===== config.mk =====
export PLATFORM = sky130hd
export DESIGN_NAME = sclk_gen
export DESIGN_NICKNAME = d
export VERILOG_FILES = /design/src/rtl/sclk_pkg.sv /design/src/rtl/sclk_ctrl.sv /design/src/rtl/sclk_datapath.sv /design/src/rtl/sclk_gen.sv
export SDC_FILE = /design/constraint.sdc
export NUM_CORES = 1
export LEC_CHECK = 0
export ABC_AREA = 1
export CORE_ASPECT_RATIO = 1.1
export CORE_MARGIN = 3
export CORE_UTILIZATION = 44
export DETAILED_ROUTE_END_ITERATION = 6
export DONT_BUFFER_PORTS = 1
export GPL_ROUTABILITY_DRIVEN = 1
export PLACE_DENSITY = 0.64
export REMOVE_ABC_BUFFERS = 1
export SLEW_MARGIN = 20
export SYNTH_ARGS = -nofsm -noshare
export SYNTH_HDL_FRONTEND = slang
export SYNTH_HIERARCHICAL = 1
export SYNTH_SLANG_ARGS = --single-unit
export TNS_END_PERCENT = 5

===== constraint.sdc =====
create_clock -name clk -period 3.7 [get_ports clk]
set_input_delay 0.74 -clock clk [delete_from_list [all_inputs] [get_ports clk]]
set_output_delay 0.74 -clock clk [all_outputs]
set_load 0.01 [all_outputs]

===== src/rtl/sclk_pkg.sv =====
package sclk_pkg;
  localparam int FRAME_W = 5;
  localparam int WORD_CNT_W = 5;
  localparam int WL_W = 3;
  localparam int FSL_W = 2;

  // Strobes from the control module to the datapath.
  typedef struct packed {
    logic restart;
    logic bitEnd;
    logic upperHalf;
  } sclkStrobe_t;

  // Frame shape decoded from the loaded control fields.
  typedef struct packed {
    logic [WORD_CNT_W-1:0] wordLast;
    logic [FRAME_W-1:0]    frameLast;
    logic                  bitSync;
  } sclkShape_t;

  function automatic logic [WORD_CNT_W-1:0] wordLastOf(input logic [WL_W-1:0] code);
    case (code)
      3'd0:    wordLastOf = WORD_CNT_W'(7);
      3'd1:    wordLastOf = WORD_CNT_W'(11);
      3'd2:    wordLastOf = WORD_CNT_W'(15);
      3'd3:    wordLastOf = WORD_CNT_W'(23);
      default: wordLastOf = WORD_CNT_W'(31);
    endcase
  endfunction
endpackage


===== src/rtl/sclk_ctrl.sv =====
module sclk_ctrl import sclk_pkg::*; #(
  parameter int PRESCALE_W = 8,
  parameter int FIXED_DIV  = 8
) (
  input  logic                  clk,
  input  logic                  rstN,
  input  logic                  cfgWe,
  input  logic [PRESCALE_W-1:0] cfgPrescale,
  input  logic                  cfgRangeBypass,
  input  logic [WL_W-1:0]       cfgWordLen,
  input  logic [FRAME_W-1:0]    cfgFrameDiv,
  input  logic                  cfgNetwork,
  input  logic [FSL_W-1:0]      cfgSyncLen,
  output sclkStrobe_t           strobe,
  output sclkShape_t            shape
);
  localparam int CNT_W = $clog2(2 * FIXED_DIV * (2 ** PRESCALE_W));

  logic [PRESCALE_W-1:0] preReg;
  logic                  bypReg;
  logic [WL_W-1:0]       wlReg;
  logic [FRAME_W-1:0]    fdReg;
  logic                  netReg;
  logic [FSL_W-1:0]      fslReg;

  always_ff @(posedge clk) begin
    if (!rstN) begin
      preReg <= '0;
      bypReg <= 1'b0;
      wlReg  <= '0;
      fdReg  <= '0;
      netReg <= 1'b0;
      fslReg <= '0;
    end else if (cfgWe) begin
      preReg <= cfgPrescale;
      bypReg <= cfgRangeBypass;
      wlReg  <= cfgWordLen;
      fdReg  <= cfgFrameDiv;
      netReg <= cfgNetwork;
      fslReg <= cfgSyncLen;
    end
  end

  logic [CNT_W-1:0] modPlus;
  logic [CNT_W-1:0] halfLen;
  logic [CNT_W-1:0] periodLast;
  logic [CNT_W-1:0] cycCnt;

  // Modulus stage; the forbidden fastest setting is promoted to ratio 2.
  always_comb begin
    modPlus = CNT_W'(preReg) + CNT_W'(1);
    if (bypReg && preReg == '0) modPlus = CNT_W'(2);
  end

  generate
    if (FIXED_DIV > 1) begin : g_range
      assign halfLen = bypReg ? modPlus : modPlus * CNT_W'(FIXED_DIV);
    end else begin : g_norange
      assign halfLen = modPlus;
    end
  endgenerate

  // The fixed divide-by-2 makes the full period twice the half period.
  assign periodLast = (halfLen << 1) - CNT_W'(1);

  always_ff @(posedge clk) begin
    if (!rstN || cfgWe)          cycCnt <= '0;
    else if (cycCnt == periodLast) cycCnt <= '0;
    else                          cycCnt <= cycCnt + CNT_W'(1);
  end

  always_comb begin
    strobe.restart   = cfgWe;
    strobe.bitEnd    = (cycCnt == periodLast);
    strobe.upperHalf = (cycCnt >= halfLen);
    shape.wordLast   = wordLastOf(wlReg);
    shape.frameLast  = (netReg && fdReg == '0) ? FRAME_W'(1) : fdReg;
    shape.bitSync    = (fslReg == FSL_W'(1)) || (!netReg && fdReg == '0);
  end
endmodule


===== src/rtl/sclk_datapath.sv =====
module sclk_datapath import sclk_pkg::*; (
  input  logic               clk,
  input  logic               rstN,
  input  sclkStrobe_t        strobe,
  input  sclkShape_t         shape,
  output logic               bitClkOut,
  output logic               bitTick,
  output logic               wordTick,
  output logic               frameSync,
  output logic [FRAME_W-1:0] slotIdx
);
  logic [WORD_CNT_W-1:0] bitCnt;
  logic [FRAME_W-1:0]    slotCnt;
  logic                  lastBit;

  assign lastBit = (bitCnt == shape.wordLast);

  always_ff @(posedge clk) begin
    if (!rstN || strobe.restart) begin
      bitCnt  <= '0;
      slotCnt <= '0;
    end else if (strobe.bitEnd) begin
      if (lastBit) begin
        bitCnt  <= '0;
        slotCnt <= (slotCnt == shape.frameLast) ? '0 : slotCnt + FRAME_W'(1);
      end else begin
        bitCnt <= bitCnt + WORD_CNT_W'(1);
      end
    end
  end

  always_comb begin
    bitClkOut = strobe.upperHalf;
    bitTick   = strobe.bitEnd;
    wordTick  = strobe.bitEnd && lastBit;
    frameSync = (slotCnt == '0) && (!shape.bitSync || bitCnt == '0);
    slotIdx   = slotCnt;
  end
endmodule


===== src/rtl/sclk_gen.sv =====
module sclk_gen import sclk_pkg::*; #(
  parameter int PRESCALE_W = 8,
  parameter int FIXED_DIV  = 8
) (
  input  logic                  clk,
  input  logic                  rstN,
  input  logic                  cfgWe,
  input  logic [PRESCALE_W-1:0] cfgPrescale,
  input  logic                  cfgRangeBypass,
  input  logic [WL_W-1:0]       cfgWordLen,
  input  logic [FRAME_W-1:0]    cfgFrameDiv,
  input  logic                  cfgNetwork,
  input  logic [FSL_W-1:0]      cfgSyncLen,
  output logic                  bitClkOut,
  output logic                  bitTick,
  output logic                  wordTick,
  output logic                  frameSync,
  output logic [FRAME_W-1:0]    slotIdx
);
  sclkStrobe_t strobe;
  sclkShape_t  shape;

  sclk_ctrl #(.PRESCALE_W(PRESCALE_W), .FIXED_DIV(FIXED_DIV)) u_ctrl (
    .clk(clk), .rstN(rstN), .cfgWe(cfgWe), .cfgPrescale(cfgPrescale),
    .cfgRangeBypass(cfgRangeBypass), .cfgWordLen(cfgWordLen),
    .cfgFrameDiv(cfgFrameDiv), .cfgNetwork(cfgNetwork),
    .cfgSyncLen(cfgSyncLen), .strobe(strobe), .shape(shape)
  );

  sclk_datapath u_dp (
    .clk(clk), .rstN(rstN), .strobe(strobe), .shape(shape),
    .bitClkOut(bitClkOut), .bitTick(bitTick), .wordTick(wordTick),
    .frameSync(frameSync), .slotIdx(slotIdx)
  );
endmodule


==> out/qor.txt <==
Yosys warning count: 6
Logic pwr share: 0.223
Worst-Skew Late Latency: 300 ps
Pleak: 0.001588 µW
Vias/cell: 5.038
Reg power frac: 0.472
Buffers and inverters on the worst path: 3
Area taken by multi-input logic gates: 2024 µm²
Initial antenna violation count: 0
Antenna violation net count after detailed routing: 0
Initial DRC Count: 99
Die height: 95.56 µm
CP required: 2960 ps
DIE AREA: 8353 µm²
Commonest cells after routing, fill and taps aside: 118 x nand2_1, 56 x inv_1, 48 x nor2_1
Max clock buf depth: 2
Vias in the first global route: 2671
Startpoint Class: flop
Max Cap Viol: 0
Slew HR: 0.4328
Worst hold stages: 2
Hold path endpoint: u_ctrl/fslReg[0]
Filler cell count: 743
CP cell instances: inv_4, ha_1, nand2_1, nor2_2, nand2_4, nand2_2, nand2_4, ha_4, a21oi_1, o21ai_0, nor2_1, nand3_1, nor2_1, nand2_1, nor2_2, nand3_2, inv_2, nand2_1, nor2_4, nand3_2, inv_2
Final Hold Fails: 0
Switching share of power: 0.3333
Final instance area: 3385 µm²
Hold Crit Start: u_ctrl/fslReg[0]
Max Fanout on Critical Path: 5
Initial core utilization: 0.4553
Clock root cell: clkbuf_8
Crit path capture type: output pin
Final-report max-slew violation count: 0
Worst r2r src: u_ctrl/preReg[0]
Number of port buffers: 0
Clk network pwr share: 0.305
Slowest cell on crit path: dfxtp_4
Gr ovfl total: 0
Gpl congestion: 0.8867
Achievable clock frequency: 286.3 MHz
Final setup violation count: 0
Global-route usage over all layers: 0.1738
Unique masters post-synth: 32
Setup_tns: 0 ps
Post-route insts no fill: 577
Crit path kind: flop to output pin
Prevailing post-synth register cell: dfxtp_1
Htree depth: 2
Status: finished, final reports clean
Placed cell area: 3217 µm²
WL/cell: 12.33 µm
Commonest non-fill, non-tap cell in the layout: nand2_1
Final wirelength: 7112 µm
DRT Pass-1 Iters: 4
Clock-pin slew on the worst setup and hold paths: 90 ps
P per Cell Area: 302.0 nW/µm²
Ratio of cells with drive above 1 in the final layout: 0.1728
Hold_buf cts: 0
Syn Area/Cell: 6.481 µm²
Crit path max-delay family: simple AND/OR/NAND/NOR gates
FF/Latch Area: 845.8 µm²
Syn Inst Count: 495
Clock sink count: 42
Cell Area, Synth: 3208 µm²
Total CTS buffers: 5
Core area: 7047 µm²
Fin crit share: 0.9441
Largest net degree at the start of global routing: 32
Core Rows: 32
Detail Placement HPWL: 5406 µm
Clock Skew: 3.903 ps
Synthesis-to-layout area growth: 5.499%
Power Internal: 681.5 µW
Crit-path max cell delay: 370 ps
Reg2reg setup slack: 800 ps
Register area share after synthesis: 0.2621
Top cell by count, worst path: nand2_1
EDFF count, synth: 0
Reg2Reg Depth: 23
DRC: 0
HP Class: flop to flop
Switch Pwr: 340.6 µW
I/O pin count: 32
CTS tree: done
DR vias: 2907
Die Span X: 87.42 µm
Slew @ Worst Pin: 849.9 ps
CP arrival: 2750 ps
# diodes: 0
Number of synthesized register bits: 42
Placed cell count: 564
Worst VDD drop: 0.1638 mV
Tmin final: 3493 ps
First-pass GRT wire length: 11760 µm
FFs w/ async S/R, synth: 0
NumNets Final: 532
RR Endpoint: u_dp/bitCnt[1]
[synthesized netlist by cell type, types with 3 or more instances]
| master | count | area share |
|---|---|---|
| a21oi_1 | 21 | 0.033 |
| buf_4 | 7 | 0.016 |
| buf_6 | 3 | 0.011 |
| clkbuf_1 | 10 | 0.012 |
| dfxtp_1 | 42 | 0.26 |
| ha_1 | 18 | 0.070 |
| inv_1 | 58 | 0.068 |
| inv_2 | 9 | 0.011 |
| nand2_1 | 119 | 0.14 |
| nand2_2 | 14 | 0.027 |
| nand3_1 | 38 | 0.059 |
| nand3_2 | 8 | 0.025 |
| nand4_1 | 8 | 0.016 |
| nor2_1 | 50 | 0.059 |
| nor2_2 | 21 | 0.041 |
| nor2_4 | 4 | 0.014 |
| nor3_1 | 6 | 0.0094 |
| o21ai_0 | 24 | 0.037 |
| o21ai_1 | 3 | 0.0047 |
| xnor2_1 | 3 | 0.0082 |
| xor2_1 | 17 | 0.046 |
[final cells by class]
cell class / count / share of cell area
inverters: 68 / 0.07616
clock inverters: 3 / 0.006285
multi-input cells: 366 / 0.5982
repair buffers: 8 / 0.01774
clock buffers: 5 / 0.02033
flip-flops and latches: 42 / 0.2499
well taps: 85 / 0.03142
[sequential cells by signal, summed over array words and instances, names as in the netlist]
| register | cells |
|---|---|
| u_ctrl/cycCnt | 12 |
| u_ctrl/preReg | 8 |
| u_ctrl/fdReg | 5 |
| u_dp/bitCnt | 5 |
| u_dp/slotIdx | 5 |
| u_ctrl/wlReg | 3 |
| u_ctrl/fslReg | 2 |
| u_ctrl/bypReg | 1 |
| u_ctrl/netReg | 1 |
[per-layer routing]
metal | track usage | vias to the layer above | wire [µm]
li1 | - | 1540 | -
met2 | 0.3141 | 48 | 3544
met3 | 0.04062 | 5 | 328
met4 | 0.03836 | 0 | 48
met5 | 0 | - | 0
met1 | 0.2070 | 1314 | 3190
[cells by family after synthesis]
kind of cell             count (synthesis)  share of synthesized area
AND/OR/NAND/NOR                        272                     0.4041
other                                    1                   0.001169
AO/OA/AOI/OAI                           54                    0.08971
XOR/XNOR                                20                    0.05460
flip-flops                              42                     0.2621
buffers and inverters                   88                     0.1182
adder cells (fa/ha/maj)                 18                    0.07020
[what timing repair did]
action,4_1_cts,5_1_grt
buffers inserted,0,5
endpoints found under the setup margin,1,2
pin swaps,1,4
gates resized for setup,5,7
[worst register-to-register path, cell delays in order, from the launching register on]
cell and delay [ps]:
dfxtp_4 370, inv_4 80, ha_1 150, nand2_1 60, nor2_2 150, nand2_4 90
nand2_2 90, nand2_4 70, ha_4 220, a21oi_1 130, o21ai_0 90, nor2_1 90
nand3_1 70, nor2_1 110, nand2_1 80, nor2_2 90, nand3_2 100, inv_2 70
nand2_1 80, nor2_4 100, nand3_2 100, buf_4 180, nand2_1 170, nor2_1 70
[how the worst max path moves through the flow]
stage	slack (ps)	cells after the start	start	to
2_1_floorplan	80	19	u_ctrl/bypReg	wordTick
3_3_place_gp	310	21	u_ctrl/preReg[0]	wordTick
3_5_place_dp	220	21	u_ctrl/preReg[0]	wordTick
4_1_cts	20	21	u_ctrl/preReg[0]	wordTick
5_1_grt	-30	21	u_ctrl/preReg[0]	wordTick
6_report	210	21	u_ctrl/preReg[0]	wordTick
[power groups by stage]
| stage | Clock (µW) | Sequential, µW | Combinational, µW |
|---|---|---|---|
| detailed placement | 0 | 492 | 217 |
| global placement | 0 | 492 | 216 |
| floorplan | 0 | 492 | 175 |
| CTS | 327 | 482 | 220 |
| global route | 344 | 485 | 262 |
| finish | 312 | 482 | 228 |
[through the flow]
stage	total power, µW	hold slack, ps	worst slack, ps	util
3_5_place_dp	709.3	448.9	215.9	0.4565
5_1_grt	1091	501.6	-27.57	0.4803
2_1_floorplan	667.2	429.1	77.81	-
3_3_place_gp	708.0	442.6	307.9	0.4565
4_1_cts	1029	464.8	15.43	0.4709
6_report	1022	469.3	206.8	0.4803
Power figures use the tool's default switching activity.
